[config.mk]
export PLATFORM = sky130hd
export DESIGN_NAME = bank_mapper
export DESIGN_NICKNAME = d
export VERILOG_FILES = /design/src/rtl/bank_mapper_pkg.sv /design/src/rtl/bm_ctrl_regs.sv /design/src/rtl/bm_bank_limit.sv /design/src/rtl/bm_addr_map.sv /design/src/rtl/bank_mapper.sv
export SDC_FILE = /design/constraint.sdc
export NUM_CORES = 1
export LEC_CHECK = 0
export ABC_AREA = 1
export CAP_MARGIN = 20
export CORE_ASPECT_RATIO = 0.8
export CORE_UTILIZATION = 35
export CTS_CLUSTER_DIAMETER = 50
export DETAILED_ROUTE_END_ITERATION = 8
export DONT_BUFFER_PORTS = 1
export GPL_TIMING_DRIVEN = 1
export PLACE_DENSITY_LB_ADDON = 0.3
export SLEW_MARGIN = 20
export SYNTH_ARGS = -nofsm -noshare
export SYNTH_HDL_FRONTEND = slang
export SYNTH_SLANG_ARGS = --single-unit
[constraint.sdc]
create_clock -name clk -period 2.9 [get_ports clk]
set_clock_uncertainty 0.15 [all_clocks]
set_input_delay 0.29 -clock clk [delete_from_list [all_inputs] [get_ports clk]]
set_output_delay 0.29 -clock clk [all_outputs]
set_load 0.03 [all_outputs]
[src/rtl/bank_mapper_pkg.sv]
package bank_mapper_pkg;
   typedef enum logic [1:0] {
      SEL_ENABLE = 2'd0,
      SEL_LOW    = 2'd1,
      SEL_SECOND = 2'd2,
      SEL_MODE   = 2'd3
   } reg_sel_t;

   localparam logic [7:0] KEY_ON  = 8'h0A;
   localparam logic [7:0] KEY_OFF = 8'h00;
   localparam logic [7:0] OPEN_BUS = 8'hFF;
endpackage

[src/rtl/bm_ctrl_regs.sv]
module bm_ctrl_regs
   import bank_mapper_pkg::*;
#(
   parameter int DATA_W = 8,
   parameter int LOW_W  = 5,
   parameter int SEC_W  = 2
) (
   input  logic              clk,
   input  logic              rst_n,
   input  logic              wr_stb,
   input  reg_sel_t          sel,
   input  logic [DATA_W-1:0] wdata,
   output logic [LOW_W-1:0]  low_q,
   output logic [SEC_W-1:0]  rom_hi_q,
   output logic [SEC_W-1:0]  ram_q,
   output logic              mode_q,
   output logic              access_q
);
   logic [LOW_W-1:0] low_in;

   generate
      if (LOW_W > DATA_W) begin : g_bad_low
         $error("LOW_W must not exceed DATA_W");
      end
      if (SEC_W > DATA_W) begin : g_bad_sec
         $error("SEC_W must not exceed DATA_W");
      end
   endgenerate

   // zero is promoted to one
   always_comb begin
      low_in = wdata[LOW_W-1:0];
      if (low_in == '0) low_in = LOW_W'(1);
   end

   always_ff @(posedge clk or negedge rst_n) begin
      if (!rst_n) begin
         low_q    <= LOW_W'(1);
         rom_hi_q <= '0;
         ram_q    <= '0;
         mode_q   <= 1'b0;
         access_q <= 1'b0;
      end else if (wr_stb) begin
         case (sel)
            SEL_ENABLE: begin
               if (wdata == KEY_ON)       access_q <= 1'b1;
               else if (wdata == KEY_OFF) access_q <= 1'b0;
            end
            SEL_LOW: low_q <= low_in;
            SEL_SECOND: begin
               if (mode_q) ram_q    <= wdata[SEC_W-1:0];
               else        rom_hi_q <= wdata[SEC_W-1:0];
            end
            SEL_MODE: begin
               mode_q <= wdata[0];
               if (wdata[0]) rom_hi_q <= '0;
               else          ram_q    <= '0;
            end
            default: ;
         endcase
      end
   end
endmodule

[src/rtl/bm_bank_limit.sv]
module bm_bank_limit #(
   parameter int BANK_W = 7,
   parameter int SIZE_W = 3
) (
   input  logic [BANK_W-1:0] raw_bank,
   input  logic [SIZE_W-1:0] size_log2,
   output logic [BANK_W-1:0] eff_bank
);
   generate
      if ((1 << SIZE_W) < BANK_W) begin : g_bad_size
         $error("SIZE_W too narrow for BANK_W");
      end
      for (genvar i = 0; i < BANK_W; i++) begin : g_bit
         assign eff_bank[i] = raw_bank[i] & (32'(size_log2) > i);
      end
   endgenerate
endmodule

[src/rtl/bm_addr_map.sv]
module bm_addr_map #(
   parameter int ADDR_W  = 16,
   parameter int DATA_W  = 8,
   parameter int BANK_W  = 7,
   parameter int SEC_W   = 2,
   parameter int WIN_W   = 14,
   parameter int RWIN_W  = 13,
   parameter logic [DATA_W-1:0] IDLE_DATA = '1
) (
   input  logic [ADDR_W-1:0]        cpu_addr,
   input  logic                     cpu_wr,
   input  logic [BANK_W-1:0]        bank,
   input  logic [SEC_W-1:0]         ram_bank,
   input  logic                     access,
   input  logic [DATA_W-1:0]        ram_rdata,
   output logic [BANK_W+WIN_W-1:0]  rom_addr,
   output logic [SEC_W+RWIN_W-1:0]  ram_addr,
   output logic                     ram_wr,
   output logic [DATA_W-1:0]        rdata
);
   localparam int WSEL_W = ADDR_W - WIN_W;
   localparam int RSEL_W = ADDR_W - RWIN_W;
   localparam logic [RSEL_W-1:0] RAM_REGION = RSEL_W'(5);

   logic fixed_win, ram_win;

   generate
      if (WIN_W >= ADDR_W || RWIN_W >= ADDR_W) begin : g_bad_win
         $error("window widths must be below ADDR_W");
      end
   endgenerate

   assign fixed_win = (cpu_addr[ADDR_W-1 -: WSEL_W] == '0);
   assign ram_win   = (cpu_addr[ADDR_W-1 -: RSEL_W] == RAM_REGION);
   assign rom_addr  = {fixed_win ? {BANK_W{1'b0}} : bank, cpu_addr[WIN_W-1:0]};
   assign ram_addr  = {ram_bank, cpu_addr[RWIN_W-1:0]};
   assign ram_wr    = cpu_wr & ram_win & access;
   assign rdata     = access ? ram_rdata : IDLE_DATA;
endmodule

[src/rtl/bank_mapper.sv]
module bank_mapper
   import bank_mapper_pkg::*;
#(
   parameter int ADDR_W = 16,
   parameter int DATA_W = 8,
   parameter int LOW_W  = 5,
   parameter int SEC_W  = 2,
   parameter int WIN_W  = 14,
   parameter int RWIN_W = 13,
   localparam int BANK_W = LOW_W + SEC_W,
   localparam int SIZE_W = $clog2(BANK_W + 1)
) (
   input  logic                    clk,
   input  logic                    rst_n,
   input  logic [ADDR_W-1:0]       cpu_addr,
   input  logic                    cpu_wr,
   input  logic [DATA_W-1:0]       cpu_wdata,
   input  logic [SIZE_W-1:0]       rom_size_log2,
   input  logic [DATA_W-1:0]       ram_rdata,
   output logic [BANK_W-1:0]       rom_bank,
   output logic [SEC_W-1:0]        ram_bank,
   output logic                    ram_access,
   output logic [BANK_W+WIN_W-1:0] rom_addr,
   output logic [SEC_W+RWIN_W-1:0] ram_addr,
   output logic                    ram_wr,
   output logic [DATA_W-1:0]       cpu_rdata_ram
);
   logic [LOW_W-1:0] low_q;
   logic [SEC_W-1:0] rom_hi_q;
   logic             mode_q;
   logic             ctrl_stb;

   assign ctrl_stb = cpu_wr & ~cpu_addr[ADDR_W-1];

   bm_ctrl_regs #(.DATA_W(DATA_W), .LOW_W(LOW_W), .SEC_W(SEC_W)) u_regs (
      .clk      (clk),
      .rst_n    (rst_n),
      .wr_stb   (ctrl_stb),
      .sel      (reg_sel_t'(cpu_addr[ADDR_W-2 -: 2])),
      .wdata    (cpu_wdata),
      .low_q    (low_q),
      .rom_hi_q (rom_hi_q),
      .ram_q    (ram_bank),
      .mode_q   (mode_q),
      .access_q (ram_access)
   );

   bm_bank_limit #(.BANK_W(BANK_W), .SIZE_W(SIZE_W)) u_limit (
      .raw_bank  ({rom_hi_q, low_q}),
      .size_log2 (rom_size_log2),
      .eff_bank  (rom_bank)
   );

   bm_addr_map #(
      .ADDR_W(ADDR_W), .DATA_W(DATA_W), .BANK_W(BANK_W), .SEC_W(SEC_W),
      .WIN_W(WIN_W), .RWIN_W(RWIN_W), .IDLE_DATA(OPEN_BUS)
   ) u_map (
      .cpu_addr  (cpu_addr),
      .cpu_wr    (cpu_wr),
      .bank      (rom_bank),
      .ram_bank  (ram_bank),
      .access    (ram_access),
      .ram_rdata (ram_rdata),
      .rom_addr  (rom_addr),
      .ram_addr  (ram_addr),
      .ram_wr    (ram_wr),
      .rdata     (cpu_rdata_ram)
   );
endmodule

Word-level counts from Yosys, hierarchy flattened

Index checks and enable logic that the tools add are counted.

Muxes and demuxes: 11
Shift-type cells: 0
Multipliers: 0
Bitwise logic cells: 11
Magnitude comparators: 7
Divide/modulo/power cells: 0
Equal/unequal tests: 9
Reductions and logical operators: 11
$add $sub $neg: 0

Operator list:

| kind                 | number |
|---|---|
| $and A1 B1 Y1        | 10 |
| $gt A3 B3 Y1 const B | 3 |
| $eq A8 B4 Y1 const B | 1 |
| $logic_not A8 Y1     | 1 |
| $mux W2              | 4 |
| $mux W8              | 1 |
| $pmux W2 S2          | 2 |
| $reduce_and A4 Y1    | 2 |
| $mux W7              | 1 |
| $gt A3 B1 Y1 const B | 2 |
| $gt A3 B2 Y1 const B | 2 |
| $ne A2 B2 Y1 const B | 3 |
| $logic_not A5 Y1     | 1 |
| $mux W5              | 1 |
| $eq A2 B2 Y1 const B | 2 |
| $logic_not A2 Y1     | 2 |
| $reduce_and A2 Y1    | 2 |
| $reduce_bool A2 Y1   | 2 |
| $eq A3 B3 Y1 const B | 1 |
| $reduce_and A3 Y1    | 1 |
| $eq A2 B1 Y1 const B | 1 |
| $mux W1              | 2 |
| $ne A2 B1 Y1 const B | 1 |
| $not A1 Y1           | 1 |

Memory bits (writable): 0
Word-level logic and storage cells: 54
Bits in latches: 0
Register bits: 11
Output and inout bits: 55
Memory bits (read-only): 0
Memories: 0
Bits of input ports: 38

Depth between registers and ports, before layout

Depth after elaboration: 3
Mapped depth: 6
Mapped depth without buffers: 6

Cells and area by module

A second synthesis with hierarchy kept.

Cell total of the unflattened synthesis: 151
Area total of the unflattened synthesis: 1002.2 um2

By module, submodules not included:

| module        | cells an instance | instances | area each (um2) | sequential area each (um2) |
|---|---|---|---|---|
| bm_ctrl_regs  | 68                | 1         | 544.3           | 276.5 |
| bm_addr_map   | 65                | 1         | 371.6           | 0.0 |
| bm_bank_limit | 16                | 1         | 76.3            | 0.0 |
| bank_mapper   | 2                 | 1         | 10.0            | 0.0 |

Least setup slack after synthesis

OpenSTA, ideal clock, no wires.

Path type: register to output
From: reg u_regs.access_q
To: out ram_wr
Data required time: 2460 ps
Stages on the path, launching flop included: 3
Setup slack: 786 ps
Buffers on the path: 0
Data arrival time: 1674 ps
Cell sequence: dfrtp_1 inv_1 nor4_1

Word-level cells in the longest chain between the ends: 1

Ends and longest elaborated chain:

| element                | RTL line           | source |
|---|---|---|
| start, declared        | bm_ctrl_regs.sv:17 | `output logic access_q` |
| start signal, assigned | bm_ctrl_regs.sv:42 | `access_q <= 1'b0;` |
| start signal, assigned | bm_ctrl_regs.sv:46 | `if (wdata == KEY_ON) access_q <= 1'b1;` |
| start signal, assigned | bm_ctrl_regs.sv:47 | `else if (wdata == KEY_OFF) access_q <= 1'b0;` |
| $and A1 B1 Y1          | bm_addr_map.sv:37  | `assign ram_wr = cpu_wr & ram_win & access;` |
| end, declared          | bank_mapper.sv:25  | `output logic ram_wr,` |

No other way between the ends.

Final worst setup path

Same ends and word-level chain as after synthesis.

==> results_dict.tcl <==
set metrics [dict create \
    status "complete, no violations" \
    core_area_mm2 0.00254 \
    r2r-end "u_regs.ram_q[1]$_DFFE_PN0P_" \
    die_h_um 49.3 \
    cts_resized 0 \
    required_ns 2.46 \
    synth_xor_xnor_area_share 0 \
    wl_per_cell_um 12.0 \
    synth_compound_area_frac 0.0562 \
    grt_pass1_vias 602 \
    slowest_delay_ns 0.54 \
    clock_latency_ns 0.27 \
    tritoncts "built" \
    r2r_cells 2 \
    ys_types 19 \
    rrSetupSlack_ns 1.82 \
    area_growth_pct -6.00 \
    ys_seq_area_frac 0.282 \
    hold_class "in2reg" \
    utilization 0.362 \
    initial_core_util 0.385 \
    slowest_stage "dfrtp_1" \
    grt_antenna_before_repair 0 \
    die_area_mm2 0.00302 \
    die_w_um 61.2 \
    drv_cap 0 \
    power.density_mw_per_mm2 518 \
    nets 167 \
    synth-edff-count 0 \
    end_kind "primary output" \
    p_comb_frac 0.315 \
    synth_warnings 0 \
    via_per_inst 4.63 \
    synth_cells 143 \
    synth.area.top_cells "dfrtp_1 26%, buf_4 22%, nand2_1 10%" \
    ios 93 \
    htree_levels 1 \
    syn_area_per_cell_um2 6.85 \
    nFillCells 284 \
    rsz0062_at_grt "no" \
    synthArstFlopShare 1.00 \
    grtUsageTotal 0.133 \
    synth_nets 181 \
    drt_iter0_markers 22 \
    postRouteAntennaNets 0 \
    vias 759 \
    start_kind "flip-flop" \
    port_buffers 0 \
    final.setup.worst_slack_ns 0.950 \
    synthSimpleGateAreaFrac 0.341 \
    layout-drive-gt1-share 0.195 \
    post_cts_buffers 0 \
    synth_top_area_share 0.255 \
    path_cells "inv_1 -> nor4_1 -> buf_4" \
    antenna_cells 0 \
    dr.pass1.iters 4 \
    synth_top_family_by_area "simple AND/OR/NAND/NOR gates" \
    worstSetupPathType "reg2out" \
    min_from "cpu_wdata[4]" \
    wirelength_mm 1.96 \
    slew_headroom 0.380 \
    synth-main-ff-cell "dfrtp_1" \
    finalMaxSlewViolations 0 \
    synth_fa_ha_area_frac 0 \
    path_clk_slew_ns 0.08 \
    clock_power_share 0.226 \
    grt_max_degree 12 \
    peakVddDrop_uv 187 \
    ys_ff_latch 11 \
    cts_buffer_depth 2 \
    syn_area_um2 980 \
    finalSetupTns_ns 0 \
    setup_viol 0 \
    switching_share 0.413 \
    switchingPower_mw 0.197 \
    cts_sinks 11 \
    synthMuxAreaShare 0 \
    worst-endpoint-arrival_ns 1.51 \
    power.internal_mw 0.280 \
    worstReg2RegStart "u_regs.ram_q[1]$_DFFE_PN0P_" \
    synth_top_area_cell "dfrtp_1" \
    hold_end "u_regs.low_q[0]$_DFFE_PN1P_" \
    num_rows 16 \
    worst_pin_slew_ns 0.923 \
    dpl.hpwl_mm 1.61 \
    place_ws_ns 1.26 \
    clockRootBuffer "clkbuf_4" \
    post-route-period-util 0.672 \
    cts_buffers 3 \
    place_congestion 0.766 \
    cellLeakagePower_nw 0.473 \
    period_needed_ns 1.95 \
    cp_max_fo 9 \
    grt_pass1_wl_mm 2.90 \
    overflow 0 \
    drc 0 \
    hold_depth 3 \
    timing.final.hold_violations 0 \
    p_seq_frac 0.459 \
    fmax_ghz 0.513 \
]
-- power by group through the flow --
stage                     sequential, mW  clock (mW)  combinational [mW]
after floorplan                    0.208           0               0.207
after global placement             0.221           0               0.140
after detailed placement           0.222           0               0.142
after CTS                          0.219       0.109               0.152
after global routing               0.223       0.121               0.165
final                              0.219       0.108               0.150
-- metrics by stage --
stage | power, mW | cell area [um^2] | cells | hold WS, ns
after floorplan | 0.415 | 980 | 143 | -0.156
after global placement | 0.362 | 845 | 155 | -0.155
after detailed placement | 0.365 | 845 | 155 | -0.155
after CTS | 0.481 | 921 | 164 | 0.0335
after global routing | 0.509 | 921 | 164 | 0.0310
final | 0.477 | 921 | 164 | 0.0332
-- registers in the layout, indices dropped and copies added (netlist names) --
signal and flops:
u_regs.low_q 5, u_regs.ram_q 2, u_regs.rom_hi_q 2, u_regs.access_q 1, u_regs.mode_q 1
-- cell usage after synthesis, types with 2 or more instances --
library cell / number
o21ai_0: 5
o21ai_2: 2
nand3_1: 7
buf_4: 29
nor4_1: 4
nand2_2: 2
nand2_1: 26
or2_2: 8
nor3_1: 6
inv_1: 24
nor2_2: 2
dfrtp_1: 10
nor2_1: 12
-- critical path, delay by kind of cell (launching register included) --
kind                   cells  cell delay, ns
buffers and inverters      2            0.38
DFF                        1            0.54
and+or+nand+nor            1            0.31
-- how the worst max path moves through the flow --
stage / start / endpoint / slack (ns) / cells after the start
detailed placement: u_regs.access_q$_DFFE_PN0P_ / ram_wr / 1.26 / 3
global placement: u_regs.access_q$_DFFE_PN0P_ / ram_wr / 1.27 / 3
global route: u_regs.access_q$_DFFE_PN0P_ / ram_wr / 0.81 / 3
CTS: u_regs.access_q$_DFFE_PN0P_ / ram_wr / 0.95 / 3
floorplan: u_regs.access_q$_DFFE_PN0P_ / ram_wr / 0.79 / 2
finish: u_regs.access_q$_DFFE_PN0P_ / ram_wr / 0.95 / 3
-- timing repair --
action,4_1_cts,5_1_grt
hold buffers,5,0
endpoints found under the hold margin,16,0
setup endpoints to repair,0,0
-- layer usage --
layer	track usage	up-vias	wire (um)
li1	-	381	-
met1	0.170	350	872
met2	0.199	26	917
met3	0.0690	2	158
met4	0.0227	0	12
met5	0	-	0
-- cells in the final DEF (no fill, tap or decap) --
cell type / n
clkbuf_1: 1
inv_4: 1
nor3_1: 6
dlygate4sd3_1: 5
nor2_1: 12
nor2_8: 1
clkbuf_4: 3
nand2_2: 2
nor4_1: 4
dfrtp_1: 10
buf_4: 5
a21boi_1: 1
o21ai_0: 5
nand3_1: 7
or2_2: 8
o21ai_2: 2
nand2_1: 26
o21ai_1: 1
nor2_2: 2
inv_1: 24
and2_1: 1
dfstp_2: 1
-- logic make-up (layout without fill, tap and decap cells) --
kind of cell | count (synthesis) | in the layout
AOI/OAI and AO/OA | 9 | 9
buffers and inverters | 54 | 39
DFF | 11 | 11
and+or+nand+nor | 69 | 69
-- area by class of cell --
cell class / count / area, um^2 / area share
Multi-Input combinational cell: 78 / 389 / 0.423
Inverter: 25 / 96.3 / 0.105
Timing Repair Buffer: 10 / 87.6 / 0.0951
Tap cell: 36 / 45.0 / 0.0489
Sequential cell: 11 / 277 / 0.300
Clock buffer: 4 / 26.3 / 0.0285
Power figures use the tool's default switching activity.
